[src/rtl/spi_block_master.sv]
module spi_block_master #(
  parameter int DEPTH = 8,
  parameter int LEN_W = 16
) (
  input  logic        clk,
  input  logic        rst_n,
  input  logic [4:0]  bus_addr,
  input  logic        bus_wr,
  input  logic        bus_rd,
  input  logic [31:0] bus_wdata,
  output logic [31:0] bus_rdata,
  output logic        spi_sclk,
  output logic        spi_mosi,
  input  logic        spi_miso,
  output logic [3:0]  spi_cs_n
);
  localparam int AW = $clog2(DEPTH);
  localparam logic [4:0] A_CTL = 5'h00, A_DONE = 5'h04, A_LEN = 5'h08, A_FIFO = 5'h0C, A_STAT = 5'h10;

  logic [5:0]       div;
  logic [1:0]       dev;
  logic             dir_out, busy, done, shifting, have, pend;
  logic [LEN_W-1:0] blklen, left;
  logic [5:0]       hc;
  logic [2:0]       bitn;
  logic [1:0]       lane;
  logic [7:0]       sh, rx;
  logic [31:0]      word;

  logic [31:0]   mem [DEPTH];
  logic [AW-1:0] wp, rp;
  logic [AW:0]   cnt;

  wire full  = cnt == (AW+1)'(DEPTH);
  wire empty = cnt == '0;
  wire last_byte = (lane == 2'd3) || (left == LEN_W'(1));

  wire sw_push  = bus_wr && bus_addr == A_FIFO && !full && !(busy && !dir_out);
  wire sw_pop   = bus_rd && bus_addr == A_FIFO && !empty && !(busy && dir_out);
  wire eng_pop  = busy && dir_out && !shifting && left != '0 && !have && !empty;
  wire eng_push = busy && !dir_out && !shifting && pend && !full;
  wire push = sw_push || eng_push;
  wire pop  = sw_pop || eng_pop;
  wire ctl_wr = bus_wr && bus_addr == A_CTL && !busy;
  wire edge_now = busy && shifting && hc == div;

  always_ff @(posedge clk) if (push) mem[wp] <= sw_push ? bus_wdata : word;

  always_ff @(posedge clk or negedge rst_n)
    if (!rst_n) begin
      wp <= '0; rp <= '0; cnt <= '0;
    end else begin
      if (push) wp <= wp + 1'b1;
      if (pop)  rp <= rp + 1'b1;
      cnt <= cnt + (AW+1)'(push) - (AW+1)'(pop);
    end

  always_ff @(posedge clk or negedge rst_n)
    if (!rst_n) begin
      div <= '0; dev <= '0; dir_out <= 1'b0; busy <= 1'b0; done <= 1'b0;
      blklen <= '0; left <= '0; hc <= '0; bitn <= '0; lane <= '0;
      sh <= '0; rx <= '0; word <= '0; shifting <= 1'b0; have <= 1'b0; pend <= 1'b0;
      spi_sclk <= 1'b0;
    end else begin
      if (bus_wr && bus_addr == A_DONE && !bus_wdata[0]) done <= 1'b0;
      if (bus_wr && bus_addr == A_LEN && !busy) blklen <= bus_wdata[LEN_W-1:0];
      if (ctl_wr) begin
        div <= bus_wdata[5:0]; dev <= bus_wdata[7:6]; dir_out <= bus_wdata[13];
        if (bus_wdata[15] && blklen != '0) begin
          busy <= 1'b1; done <= 1'b0; left <= blklen; lane <= '0; word <= '0;
          have <= 1'b0; pend <= 1'b0; shifting <= 1'b0; hc <= '0; spi_sclk <= 1'b0;
        end
      end
      if (busy) begin
        if (shifting) begin
          if (hc == div) begin
            hc <= '0;
            spi_sclk <= !spi_sclk;
            if (!spi_sclk) rx <= {rx[6:0], spi_miso};
            else if (bitn == 3'd7) begin
              shifting <= 1'b0;
              left <= left - 1'b1;
              lane <= lane + 1'b1;
              if (!dir_out) begin
                word[{lane, 3'b000} +: 8] <= rx;
                pend <= last_byte;
              end else if (last_byte) have <= 1'b0;
            end else begin
              bitn <= bitn + 1'b1;
              sh <= {sh[6:0], 1'b0};
            end
          end else hc <= hc + 1'b1;
        end else if (dir_out) begin
          if (left == '0) begin
            busy <= 1'b0; done <= 1'b1;
          end else if (have) begin
            sh <= word[{lane, 3'b000} +: 8]; shifting <= 1'b1; bitn <= '0; hc <= '0;
          end else if (!empty) begin
            word <= mem[rp]; have <= 1'b1; lane <= '0;
          end
        end else begin
          if (pend) begin
            if (!full) begin pend <= 1'b0; word <= '0; lane <= '0; end
          end else if (left == '0) begin
            busy <= 1'b0; done <= 1'b1;
          end else begin
            sh <= '0; shifting <= 1'b1; bitn <= '0; hc <= '0;
          end
        end
      end
    end

  assign spi_mosi = shifting && dir_out && sh[7];

  for (genvar i = 0; i < 4; i++) begin : g_cs
    assign spi_cs_n[i] = !(busy && dev == 2'(i));
  end

  always_comb
    case (bus_addr)
      A_CTL:   bus_rdata = {16'b0, busy, 1'b0, dir_out, 5'b0, dev, div};
      A_DONE:  bus_rdata = {31'b0, done};
      A_LEN:   bus_rdata = {{(32-LEN_W){1'b0}}, blklen};
      A_FIFO:  bus_rdata = empty ? 32'b0 : mem[rp];
      A_STAT:  bus_rdata = {31'b0, dir_out ? full : empty};
      default: bus_rdata = 32'b0;
    endcase

  a_r3_sclk_idle_low: assert property (@(posedge clk) disable iff (!rst_n)
    spi_sclk |-> !(&spi_cs_n));
  a_r3_mosi_stable: assert property (@(posedge clk) disable iff (!rst_n)
    $rose(spi_sclk) |-> $stable(spi_mosi));
  a_r8_done_on_end: assert property (@(posedge clk) disable iff (!rst_n)
    $fell(busy) |-> done && (&spi_cs_n));
  a_r6_no_overflow: assert property (@(posedge clk) disable iff (!rst_n)
    cnt <= (AW+1)'(DEPTH));
  a_r9_len_frozen: assert property (@(posedge clk) disable iff (!rst_n)
    busy && $past(busy) |-> $stable(blklen) && $stable(dev) && $stable(div));
  a_r2_one_select: assert property (@(posedge clk) disable iff (!rst_n)
    $onehot0(~spi_cs_n));
  a_r3_edge_paced: assert property (@(posedge clk) disable iff (!rst_n)
    $changed(spi_sclk) |-> $past(edge_now));
endmodule

[config.mk]
export PLATFORM = sky130hd
export DESIGN_NAME = spi_block_master
export DESIGN_NICKNAME = d
export VERILOG_FILES = /design/src/rtl/spi_block_master.sv
export SDC_FILE = /design/constraint.sdc
export NUM_CORES = 1
export LEC_CHECK = 0
export BUFFER_PORTS_ARGS = -buffer_cell sky130_fd_sc_hd__buf_4
export CAP_MARGIN = 20
export CORE_ASPECT_RATIO = 1.1
export CORE_UTILIZATION = 45
export DETAILED_ROUTE_END_ITERATION = 16
export GPL_ROUTABILITY_DRIVEN = 0
export HOLD_SLACK_MARGIN = 0.06
export PLACE_DENSITY_LB_ADDON = 0.2
export SLEW_MARGIN = 20
export SYNTH_ARGS = -nofsm -noshare
export SYNTH_HDL_FRONTEND = slang
export SYNTH_SLANG_ARGS = --single-unit
[constraint.sdc]
create_clock -name clk -period 6.4 [get_ports clk]
set_clock_uncertainty 0.1 [all_clocks]
set_input_delay 0.64 -clock clk [delete_from_list [all_inputs] [get_ports clk]]
set_output_delay 0.64 -clock clk [all_outputs]
set_load 0.005 [all_outputs]
==> out/results.ini <==
[placement]
dp.cells = 1656
hpwl_mm = 28.3
port_buffers = 79

[run]
drv_cap = 0

[finish]
syn_to_final_growth_pct = 14.4
diodes = 0
multiInputGateArea_um2 = 5720
fill_cells = 3084
fin_nets = 1273
final_util_pct = 52.5
seqCellArea_um2 = 10600
final_layout_size_suffix_gt1_share_pct = 24.5
final_cells = 1729

[clocking]
clock-sinks = 372
worstSkewPairLatency_ps = 550
cts_setup_buffers = 0
cts_tree = done
clockBufferDepth = 3
htreeDepth = 2
cts_made_buffers = 40
ctsResizeCount = 0
clk_pin_slew_worst_paths_ps = 60
clock-root-buffer = clkbuf_16
postCtsHoldBufs = 0

[power]
power_per_cell_area_nw_per_um2 = 369
ir_worst_vdd_mv = 0.253
finalPower_w = 0.00703
p_leak_nw = 7.18

[yosys]
synth_top_area_share_pct = 46.1
synthArstFlopShare_pct = 31.2
synth_area_per_cell_um2 = 14.7
synthesis.area_um2 = 16700
synthTopCellsByArea = edfxtp_1 46%, dfrtp_1 17%, mux4_2 9.7%
yosys_most_used_dff = edfxtp_1
ys_types = 72
ys_top_cells_by_count = 256 x edfxtp_1, 133 x nand2_1, 116 x dfrtp_1, 72 x mux4_2, 61 x nor2_1
synth_warnings = 0
synth_nets = 1193
synth_edf_count = 256
yosysMostFrequentCell = edfxtp_1
yosys.area.top_type = edfxtp_1
synth_cells = 1131
ys_seq_area_share_pct = 63.5
ys_seq_elements = 372

[timing]
worst_pin_slew_ps = 1100
clock.fmax_ghz = 0.241
slew_headroom_pct = 26.8
setup_tns_ps = 0
hold_violations = 0
rsz0062_at_grt = false
min_period_ps = 4140
finalSetupViolations = 0
period_share_pct = 64.7
drv_slew = 0
whs_ps = 101

[floorplanning]
die_w_um = 186
core_um2 = 36400
rows = 73
ios = 80
die-area_um2 = 37800
start_util_pct = 45.9
die_h_um = 204

[route]
wl_per_cell_um = 25.0
drtIter0Drc = 932
vias_per_cell = 5.95
vias = 10300
drcViolationCount = 0
drtPass1Iterations = 5
ant_nets = 0
routed_wl_mm = 43.3

[setup_path]
worstSetupEndpointType = output port
r2r-start = left[0]$_DFF_PN0_
worstPathRequired_ps = 5660
startpoint_type = flop
arrival_ps = 3400
path_class = reg -> out
path_max_fanout = 41
crit_start = rp[0]$_DFFE_PN0P_

[hold_path]
min_path_type = in -> async

[grt]
grt_max_degree = 68
antenna_found_initial = 0
first_global_vias = 10500
grt_overflow = 0
grt_pass1_wl_mm = 66.3
track_usage_pct = 23.9

[run_status]
status = finished clean

state kept, by name, indices dropped and copies added (netlist names), 3 cells and up:
register	count
sh	8
div	6
hc	6
wp	3
left	16
rx	8
word	32
blklen	16
bitn	3
rp	3
mem	256
cnt	4
cell families after synthesis:
logic type               Yosys count  synth area share (%)
multiplexers                     168                  15.8
flip-flops                       372                  63.5
AO/OA/AOI/OAI                    143                  6.41
adder cells (fa/ha/maj)           20                  1.55
buffers and inverters             97                  2.55
XOR/XNOR                          13                 0.683
AND/OR/NAND/NOR                  318                  9.43
area by class of cell:
cell class	instances	area share, %
multi-input combinational	662	30.0
clock buffer	59	5.88
timing repair buffer	101	3.98
sequential	372	55.6
clock inverter	14	0.715
inverter	34	0.669
tap	487	3.19
path summary, 6_finish.rpt:
| kind | end | slack, ps | cells after the start |
|---|---|---|---|
| max | bus_rdata[4] | 2260 | 5 |
| max reg2reg | word[23]$_DFF_PN0_ | 2700 | 7 |
| max in group asynchronous | rp[0]$_DFFE_PN0P_ | 4850 | 2 |
| min | left[7]$_DFF_PN0_ | 100 | 1 |
| min in group clk | rx[0]$_DFFE_PN0P_ | 250 | 2 |
| min reg2reg | bitn[0]$_DFFE_PN0P_ | 380 | 1 |
critical path: stages (launching register included):
cell	delay [ps]
dfrtp_4	950
buf_4	590
mux4_2	570
mux2i_1	420
o21ai_0	140
buf_4	160
metrics by stage:
step                      area, µm²  setup WS [ps]
after floorplan               16700            486
after global placement        17800           2220
after detailed placement      17800           2160
after CTS                     19100           2120
after global routing          19100           1910
final                         19100           2260
per-layer routing:
metal  part of all wire (%)  track usage [%]  vias to the layer above
li1                       -                -                     4540
met1                     44             34.7                     5332
met2                     48             37.9                      347
met3                    5.6             3.05                       62
met4                    2.5             6.91                        0
met5                      0                0                        -
report_power, final:
part / internal (W) / leakage [nW] / switching [W] / total (W)
Sequential: 0.00280 / 3.87 / 0.000377 / 0.00318
Combinational: 0.000767 / 2.69 / 0.000849 / 0.00162
Clock: 0.00130 / 0.611 / 0.000938 / 0.00224
Total: 0.00487 / 7.18 / 0.00216 / 0.00703
placed cells by master, fill, tap and decap left out, types with 8 or more instances in the layout:
| cell | Yosys | routed |
|---|---|---|
| mux2_2 | 41 | 41 |
| nor4_1 | 18 | 16 |
| ha_1 | 19 | 19 |
| nor3_1 | 19 | 16 |
| a22oi_1 | 9 | 9 |
| a22o_1 | 10 | 10 |
| o21ai_0 | 16 | 16 |
| mux2i_1 | 49 | 49 |
| o2bb2ai_1 | 8 | 8 |
| clkbuf_1 | 37 | 14 |
| mux4_2 | 72 | 72 |
| buf_4 | 1 | 101 |
| nand2b_1 | 8 | 8 |
| nand2_1 | 133 | 133 |
| clkbuf_16 | 0 | 40 |
| nor2_1 | 61 | 59 |
| xnor2_1 | 9 | 9 |
| a221o_1 | 24 | 24 |
| edfxtp_1 | 256 | 256 |
| o22ai_1 | 13 | 13 |
| dfrtp_1 | 116 | 113 |
| nand3_1 | 16 | 16 |
| inv_1 | 33 | 33 |
| a21oi_1 | 26 | 26 |
Power figures use the tool's default switching activity.
